## src/rtl/desc_mbox_pkg.sv

```systemverilog
package desc_mbox_pkg;
  // Register offsets: odd bytes only, the even bytes are unused filler
  localparam int OFF_ABYTE0 = 1;
  localparam int OFF_AMOD   = 9;
  localparam int OFF_CSR    = 11;
  localparam int OFF_FCODE  = 13;
  // CSR bit positions
  localparam int CSR_SEM    = 0;
  localparam int CSR_REM    = 1;
  localparam int CSR_ADD    = 2;
  localparam int CSR_SRST   = 3;
  localparam int CSR_MAINT  = 5;
  localparam int CSR_FATAL  = 6;
  localparam int CSR_BUSY   = 7;
  // Address modifier codes
  localparam logic [7:0] AMOD_A24 = 8'h3D;
  localparam logic [7:0] AMOD_A32 = 8'h0D;
endpackage

```

## src/rtl/mbox_cmp_fifo.sv

```systemverilog
module mbox_cmp_fifo #(
  parameter int W     = 32,
  parameter int DEPTH = 4
) (
  input  logic         clk,
  input  logic         rst_n,
  input  logic         flush,
  input  logic         push,
  input  logic [W-1:0] din,
  input  logic         pop,
  output logic [W-1:0] dout,
  output logic         empty,
  output logic         full
);
  localparam int PTR_W = (DEPTH > 1) ? $clog2(DEPTH) : 1;
  localparam int CNT_W = $clog2(DEPTH + 1);

  logic [W-1:0]     mem [DEPTH];
  logic [PTR_W-1:0] wptr_q, wptr_n, rptr_q, rptr_n;
  logic [CNT_W-1:0] cnt_q, cnt_n;

  function automatic logic [PTR_W-1:0] bump(input logic [PTR_W-1:0] p);
    return (p == PTR_W'(DEPTH - 1)) ? '0 : p + 1'b1;
  endfunction

  assign empty = (cnt_q == '0);
  assign full  = (cnt_q == CNT_W'(DEPTH));
  assign dout  = mem[rptr_q];

  always_comb begin
    wptr_n = wptr_q;
    rptr_n = rptr_q;
    cnt_n  = cnt_q;
    if (flush) begin
      wptr_n = '0;
      rptr_n = '0;
      cnt_n  = '0;
    end else begin
      if (push) wptr_n = bump(wptr_q);
      if (pop)  rptr_n = bump(rptr_q);
      if (push && !pop)      cnt_n = cnt_q + 1'b1;
      else if (pop && !push) cnt_n = cnt_q - 1'b1;
    end
  end

  always_ff @(posedge clk or negedge rst_n) begin
    if (!rst_n) begin
      wptr_q <= '0;
      rptr_q <= '0;
      cnt_q  <= '0;
    end else begin
      wptr_q <= wptr_n;
      rptr_q <= rptr_n;
      cnt_q  <= cnt_n;
    end
  end

  always_ff @(posedge clk) begin
    if (push && !flush) mem[wptr_q] <= din;
  end

  assert_no_overflow_R5: assert property (@(posedge clk) disable iff (!rst_n)
    push |-> !full);
  assert_no_underflow_R5: assert property (@(posedge clk) disable iff (!rst_n)
    pop |-> !empty);
endmodule

```

## src/rtl/mbox_submit_slot.sv

```systemverilog
module mbox_submit_slot
  import desc_mbox_pkg::*;
#(
  parameter int ADDR_W  = 32,
  parameter int MAX_OUT = 31
) (
  input  logic              clk,
  input  logic              rst_n,
  input  logic              flush,
  input  logic              add_req,
  input  logic [ADDR_W-1:0] stage_addr,
  input  logic [7:0]        stage_amod,
  input  logic              retire,
  input  logic              sub_ready,
  output logic              pending,
  output logic              sub_valid,
  output logic [ADDR_W-1:0] sub_addr,
  output logic [7:0]        sub_amod
);
  localparam int CNT_W = $clog2(MAX_OUT + 1);

  logic              full_q, full_n;
  logic [ADDR_W-1:0] addr_q;
  logic [7:0]        amod_q;
  logic [CNT_W-1:0]  cnt_q, cnt_n;
  logic              load, accept, at_limit, dec;

  assign at_limit  = (cnt_q >= CNT_W'(MAX_OUT));
  assign sub_valid = full_q && !at_limit && !flush;
  assign accept    = sub_valid && sub_ready;
  assign load      = add_req && !full_q && !flush;
  assign dec       = retire && (cnt_q != '0);
  assign pending   = full_q;
  assign sub_amod  = amod_q;
  assign sub_addr  = (amod_q == AMOD_A24) ? {8'h00, addr_q[ADDR_W-9:0]} : addr_q;

  always_comb begin
    full_n = full_q;
    cnt_n  = cnt_q;
    if (flush) begin
      full_n = 1'b0;
      cnt_n  = '0;
    end else begin
      if (load)        full_n = 1'b1;
      else if (accept) full_n = 1'b0;
      if (accept && !dec)      cnt_n = cnt_q + 1'b1;
      else if (dec && !accept) cnt_n = cnt_q - 1'b1;
    end
  end

  always_ff @(posedge clk or negedge rst_n) begin
    if (!rst_n) begin
      full_q <= 1'b0;
      cnt_q  <= '0;
    end else begin
      full_q <= full_n;
      cnt_q  <= cnt_n;
    end
  end

  always_ff @(posedge clk) begin
    if (load) begin
      addr_q <= stage_addr;
      amod_q <= stage_amod;
    end
  end

  assert_no_overflow_R11: assert property (@(posedge clk) disable iff (!rst_n)
    cnt_q <= CNT_W'(MAX_OUT));
  assert_entry_hold_R3: assert property (@(posedge clk) disable iff (!rst_n)
    (full_q && !accept && !flush) |=> ($stable(addr_q) && $stable(amod_q)));
  assert_load_cause_R2: assert property (@(posedge clk) disable iff (!rst_n)
    $rose(full_q) |-> $past(add_req));
endmodule

```

## src/rtl/mbox_reset_seq.sv

```systemverilog
module mbox_reset_seq #(
  parameter int CYCLES = 50_000_000
) (
  input  logic clk,
  input  logic rst_n,
  input  logic start,
  output logic active
);
  localparam int CNT_W = $clog2(CYCLES + 1);

  logic             act_q, act_n;
  logic [CNT_W-1:0] cnt_q, cnt_n;

  assign active = act_q;

  always_comb begin
    act_n = act_q;
    cnt_n = cnt_q;
    if (!act_q) begin
      if (start) begin
        act_n = 1'b1;
        cnt_n = '0;
      end
    end else begin
      cnt_n = cnt_q + 1'b1;
      if (cnt_q == CNT_W'(CYCLES - 1)) act_n = 1'b0;
    end
  end

  always_ff @(posedge clk or negedge rst_n) begin
    if (!rst_n) begin
      act_q <= 1'b0;
      cnt_q <= '0;
    end else begin
      act_q <= act_n;
      cnt_q <= cnt_n;
    end
  end

  assert_reset_bound_R8: assert property (@(posedge clk) disable iff (!rst_n)
    act_q |-> (cnt_q < CNT_W'(CYCLES)));
endmodule

```

## src/rtl/desc_mbox_regs.sv

```systemverilog
module desc_mbox_regs
  import desc_mbox_pkg::*;
#(
  parameter int HADDR_W      = 4,
  parameter int ADDR_W       = 32,
  parameter int MAX_OUT      = 31,
  parameter int CMP_DEPTH    = 4,
  parameter int RESET_CYCLES = 50_000_000
) (
  input  logic              clk,
  input  logic              rst_n,
  input  logic [HADDR_W-1:0] host_addr,
  input  logic              host_wr_en,
  input  logic              host_rd_en,
  input  logic [7:0]        host_wdata,
  output logic [7:0]        host_rdata,
  output logic              sub_valid,
  input  logic              sub_ready,
  output logic [ADDR_W-1:0] sub_addr,
  output logic [7:0]        sub_amod,
  input  logic              cmp_valid,
  output logic              cmp_ready,
  input  logic [ADDR_W-1:0] cmp_addr,
  input  logic              eng_busy,
  input  logic              fatal_valid,
  input  logic [7:0]        fatal_code,
  output logic              eng_reset,
  input  logic              irq_en,
  output logic              irq
);
  localparam int NBYTES = ADDR_W / 8;

  logic [7:0]        stage_b [NBYTES];
  logic [ADDR_W-1:0] stage_addr, head_addr;
  logic [7:0]        amod_q;
  logic              maint_q, maint_n, sem_q, sem_n;
  logic              fatal_q, fatal_n;
  logic [7:0]        fcode_q, fcode_n;
  logic              csr_wr, csr_rd, flush, pending, cmp_empty, cmp_full;
  logic              rem_req, pop, push;

  assign csr_wr  = host_wr_en && (host_addr == HADDR_W'(OFF_CSR));
  assign csr_rd  = host_rd_en && (host_addr == HADDR_W'(OFF_CSR));
  assign rem_req = !cmp_empty;
  assign pop     = csr_wr && host_wdata[CSR_REM] && rem_req && !flush;
  assign cmp_ready = !cmp_full && !flush;
  assign push    = cmp_valid && cmp_ready;
  assign eng_reset = flush;
  assign irq     = rem_req && irq_en;

  // Address staging, one lane per byte at odd offsets
  for (genvar b = 0; b < NBYTES; b++) begin : g_lane
    always_ff @(posedge clk or negedge rst_n) begin
      if (!rst_n) stage_b[b] <= '0;
      else if (host_wr_en && host_addr == HADDR_W'(OFF_ABYTE0 + 2 * b))
        stage_b[b] <= host_wdata;
    end
    assign stage_addr[8*b +: 8] = stage_b[b];
  end

  always_ff @(posedge clk or negedge rst_n) begin
    if (!rst_n) amod_q <= '0;
    else if (host_wr_en && host_addr == HADDR_W'(OFF_AMOD)) amod_q <= host_wdata;
  end

  mbox_reset_seq #(.CYCLES(RESET_CYCLES)) u_rst (
    .clk(clk), .rst_n(rst_n),
    .start(csr_wr && host_wdata[CSR_SRST]),
    .active(flush)
  );

  mbox_submit_slot #(.ADDR_W(ADDR_W), .MAX_OUT(MAX_OUT)) u_slot (
    .clk(clk), .rst_n(rst_n), .flush(flush),
    .add_req(csr_wr && host_wdata[CSR_ADD]),
    .stage_addr(stage_addr), .stage_amod(amod_q),
    .retire(pop), .sub_ready(sub_ready), .pending(pending),
    .sub_valid(sub_valid), .sub_addr(sub_addr), .sub_amod(sub_amod)
  );

  mbox_cmp_fifo #(.W(ADDR_W), .DEPTH(CMP_DEPTH)) u_cmp (
    .clk(clk), .rst_n(rst_n), .flush(flush),
    .push(push), .din(cmp_addr), .pop(pop),
    .dout(head_addr), .empty(cmp_empty), .full(cmp_full)
  );

  always_comb begin
    maint_n = csr_wr ? host_wdata[CSR_MAINT] : maint_q;
    sem_n   = sem_q;
    if (csr_wr && host_wdata[CSR_SEM]) sem_n = 1'b0;
    else if (csr_rd)                   sem_n = 1'b1;
    fatal_n = fatal_q;
    fcode_n = fcode_q;
    if (flush) begin
      fatal_n = 1'b0;
      fcode_n = '0;
    end else if (fatal_valid && !fatal_q) begin
      fatal_n = 1'b1;
      fcode_n = fatal_code;
    end
  end

  always_ff @(posedge clk or negedge rst_n) begin
    if (!rst_n) begin
      maint_q <= 1'b0;
      sem_q   <= 1'b0;
      fatal_q <= 1'b0;
      fcode_q <= '0;
    end else begin
      maint_q <= maint_n;
      sem_q   <= sem_n;
      fatal_q <= fatal_n;
      fcode_q <= fcode_n;
    end
  end

  always_comb begin
    host_rdata = '0;
    for (int b = 0; b < NBYTES; b++) begin
      if (host_addr == HADDR_W'(OFF_ABYTE0 + 2 * b))
        host_rdata = rem_req ? head_addr[8*b +: 8] : stage_b[b];
    end
    if (host_addr == HADDR_W'(OFF_AMOD))  host_rdata = amod_q;
    if (host_addr == HADDR_W'(OFF_FCODE)) host_rdata = fcode_q;
    if (host_addr == HADDR_W'(OFF_CSR)) begin
      host_rdata[CSR_BUSY]  = eng_busy;
      host_rdata[CSR_FATAL] = fatal_q;
      host_rdata[CSR_MAINT] = maint_q;
      host_rdata[CSR_SRST]  = flush;
      host_rdata[CSR_ADD]   = pending;
      host_rdata[CSR_REM]   = rem_req;
      host_rdata[CSR_SEM]   = sem_q;
    end
  end

  assert_fatal_hold_R7: assert property (@(posedge clk) disable iff (!rst_n)
    (fatal_q && !flush) |=> $stable(fcode_q));
  assert_sem_set_R10: assert property (@(posedge clk) disable iff (!rst_n)
    (csr_rd && !csr_wr) |=> sem_q);
  assert_push_shows_R4: assert property (@(posedge clk) disable iff (!rst_n)
    (push && !flush) |=> rem_req);
  assert_flush_clears_R8: assert property (@(posedge clk) disable iff (!rst_n)
    flush |=> (!pending && !fatal_q));
endmodule

```

## config.mk

```make
export PLATFORM = sky130hd
export DESIGN_NAME = desc_mbox_regs
export DESIGN_NICKNAME = d
export VERILOG_FILES = /design/src/rtl/desc_mbox_pkg.sv /design/src/rtl/mbox_cmp_fifo.sv /design/src/rtl/mbox_submit_slot.sv /design/src/rtl/mbox_reset_seq.sv /design/src/rtl/desc_mbox_regs.sv
export SDC_FILE = /design/constraint.sdc
export NUM_CORES = 1
export LEC_CHECK = 0
export BUFFER_PORTS_ARGS = -buffer_cell sky130_fd_sc_hd__buf_2
export CAP_MARGIN = 20
export CORE_UTILIZATION = 47
export CTS_BUF_LIST = sky130_fd_sc_hd__clkbuf_8
export CTS_CLUSTER_DIAMETER = 100
export CTS_CLUSTER_SIZE = 8
export DETAILED_ROUTE_END_ITERATION = 10
export PLACE_DENSITY = 0.66
export SYNTH_ARGS = -nofsm -noshare
export SYNTH_HDL_FRONTEND = slang
export SYNTH_SLANG_ARGS = --single-unit
```

## constraint.sdc

```tcl
create_clock -name clk -period 5 [get_ports clk]
set_input_delay 1 -clock clk [delete_from_list [all_inputs] [get_ports clk]]
set_output_delay 1 -clock clk [all_outputs]
set_load 0.02 [all_outputs]
```

==> reports/results.ini <==
[place]
pre_cts_slack_ns = 0.9275
gpl.final_weighted_congestion = 0.8474
dp_hpwl_mm = 16.41
portBuffers = 112

[setup_path]
reg2reg_from = u_cmp.cnt_q[1]
rrSetupSlack_ns = 2.01
path_delay_family = simple AND/OR/NAND/NOR gates
startpoint = u_cmp.cnt_q[1]
critPathLaunchType = register
ff2ff_path_depth = 9
max_stage_delay_ns = 0.82
crit_chain = nor3_2 -> nor2_1 -> a22oi_1 -> a31oi_1 -> or3_1 -> buf_2
cpMaxStageDelayCell = nor3_2
cp.arrival_ns = 3.18
worstPathRequired_ns = 4.00
r2r-end = u_slot.cnt_q[4]
path_buf_inv = 1
path_class = reg -> out
cp_max_fo = 14
worst_setup_path_end_kind = primary output

[finish]
n_antenna_cell = 0
layout_common_cells = edfxtp_1 (168), buf_2 (111), dfrtp_1 (90)
fin_nets = 933
areaGrowthSynthToFinish_pct = 12.56
mostFrequentLayoutCell = edfxtp_1
drive_gt1_share_pct = 27.96

[synthesis]
syn_avg_cell_area_sq_um = 14.77
yosysTopAreaCellShare_pct = 45.55
yosys-mux-area-fraction_pct = 12.44
async_reset_ff_share_pct = 35.14
synth_xor_area_share_pct = 0.8700
synth_top_family_by_area = multiplexers
post_synth_fa_ha_maj_area_fraction_pct = 1.491
synth-seq-cells = 259
syn_area_sq_um = 11070
yosys-top-cells-area = edfxtp_1 (46%), dfrtp_1 (21%), mux4_2 (6.5%)
synth_cell_types = 61
synth_nets = 823
synth_warnings = 0
syn_inst = 750
synth_top_area_cell = edfxtp_1
synthFlopType = edfxtp_1
synth_compound_area_share_pct = 5.672
ys_seq_area_share_pct = 66.12
synth_edf_count = 168
synthSimpleGateAreaFrac_pct = 10.06

[grt]
grt_util_met1_pct = 30.47
grtUsageMet2_pct = 30.92
grt_pass1_wl_mm = 37.63
grtUsageMet3_pct = 4.206
grtUsageTotal_pct = 20.63
grt_pass1_vias = 6427
antenna_found_initial = 1
globalRoute.totalOverflow = 0
grt_busiest_layer = met2
grt_max_degree = 64

[timing]
worst_pin_slew_ns = 0.9835
tns_ns = 0
timing.final.ws_setup_ns = 0.8161
setup-violations-final = 0
rsz0062_at_grt = no
finalCritPeriodShare_pct = 83.68
hold_viol = 0
slew_headroom_pct = 34.08
fmax_mhz = 239.0
hold_ws_ns = 0.4789
finalClockSkew_ns = 0.02839
report.final.slew_viol_count = 0
fin_crit_ns = 4.184

[clock_network]
numCtsBuffers = 38
cts_tree = built
cts-resized-gates = 0
cts_root_buffer = clkbuf_8
h-tree-depth = 2
path_clk_slew_ns = 0.06
cts.sinks = 259
clockBufferDepth = 3
post_cts_buffers = 0
insertion_delay_ns = 0.56
holdBufCountCts = 0

[drt]
wl_per_cell_um = 20.03
via_per_inst = 5.540
drc = 0
vias = 6648
dr.first_iter.drc_count = 474
drtAntennaViolNets = 0
drt_first_pass_iters = 5
routed_wl_mm = 24.04

[floorplan]
start_util_pct = 48.47
io_pins = 113
die_y_um = 155.5
die_w_um = 155.5
dieArea_sq_um = 24180
placementRows = 55
core_area_sq_um = 22850

[hold_path]
worstHoldEndpoint = u_slot.addr_q[24]
min_delay_path_depth = 0
min_from = stage_addr[24]
hp-class = reg -> reg

[power]
p_total_uw = 4990
leakagePower_uw = 0.004802
vdd_ir_drop_max_v = 0.0002589
cellPowerDensity_nw_per_um2 = 400.3

[run]
cap_viol_max_count = 0

[outcome]
status = completed

-- flip-flops by register name, summed over array words and instances, names as in the netlist, 2 cells and up --
signal / cells
amod_q: 8
fcode_q: 8
stage_addr: 32
u_cmp.cnt_q: 3
u_cmp.mem: 128
u_cmp.rptr_q: 2
u_cmp.wptr_q: 2
u_rst.cnt_q: 26
u_slot.addr_q: 32
u_slot.cnt_q: 5
u_slot.sub_amod: 8
-- Yosys cell counts, types with 2 or more instances --
library cell,count
buf_4,26
a31o_1,2
a21oi_1,16
and2_1,15
nor3_1,4
or4_1,2
and3_1,8
nand2_1,56
nor4_1,3
inv_1,18
nand2b_1,2
nor2b_1,3
nand3b_1,6
dfrtp_1,91
buf_2,6
o211ai_1,3
a22oi_1,8
mux2i_1,24
xor2_1,5
ha_1,10
nand4b_1,2
fa_1,2
clkbuf_1,19
o21ai_0,28
o311ai_0,6
and4_1,3
edfxtp_1,168
or3_1,9
nor2_1,35
o22ai_1,7
a31oi_1,15
mux4_2,32
nor3_2,4
mux2_2,37
nand4_1,9
or3b_2,2
o31ai_1,3
nand3_1,32
buf_1,2
xnor2_1,6
-- stage by stage --
stage / instance area [sq um] / instances / utilization (%)
floorplan: 11070 / 750 / -
finish: 12470 / 1200 / 54.56
global route: 12470 / 1200 / 54.56
global placement: 11810 / 1133 / 51.69
CTS: 12470 / 1200 / 54.56
detailed placement: 11810 / 1133 / 51.69
-- layout make-up --
class	count	area [sq um]
Clock buffer	38	523.0
Clock inverter	29	132.6
Fill cell	1903	10380
Inverter	18	67.56
Multi-Input combinational cell	420	3382
Sequential cell	259	7323
Tap cell	313	391.6
Timing Repair Buffer	123	645.6
-- layer usage --
metal | vias up | share of wire (%) | wire length [um]
met2 | 252 | 45 | 10860
met4 | 2 | 1.8 | 428
met5 | - | 0.067 | 16
met3 | 39 | 6.6 | 1587
met1 | 3284 | 46 | 11140
li1 | 3071 | - | -
-- power by group --
group / switching [uW] / internal (uW) / leakage, uW
clock: 787 / 717 / 0.000423
sequential: 196 / 2560 / 0.00267
combinational: 446 / 287 / 0.00171
-- worst max path at each step --
stage	to	slack (ns)	cells after the start
6_report	host_rdata[0]	0.82	6
5_1_grt	host_rdata[0]	0.60	6
4_1_cts	host_rdata[0]	0.81	6
3_5_place_dp	host_rdata[1]	0.93	7
3_3_place_gp	host_rdata[1]	0.93	7
2_1_floorplan	host_rdata[1]	1.43	6
-- cells by family (layout without fill, tap and decap cells) --
logic type	after synthesis	after routing
xor gates and xnor gates	11	11
AOI/OAI and AO/OA	99	99
muxes	93	93
adders and majority gates	12	12
and+or+nand+nor	205	205
DFF	259	259
buffers and inverters	71	208
(Power assumes the default switching activity.)
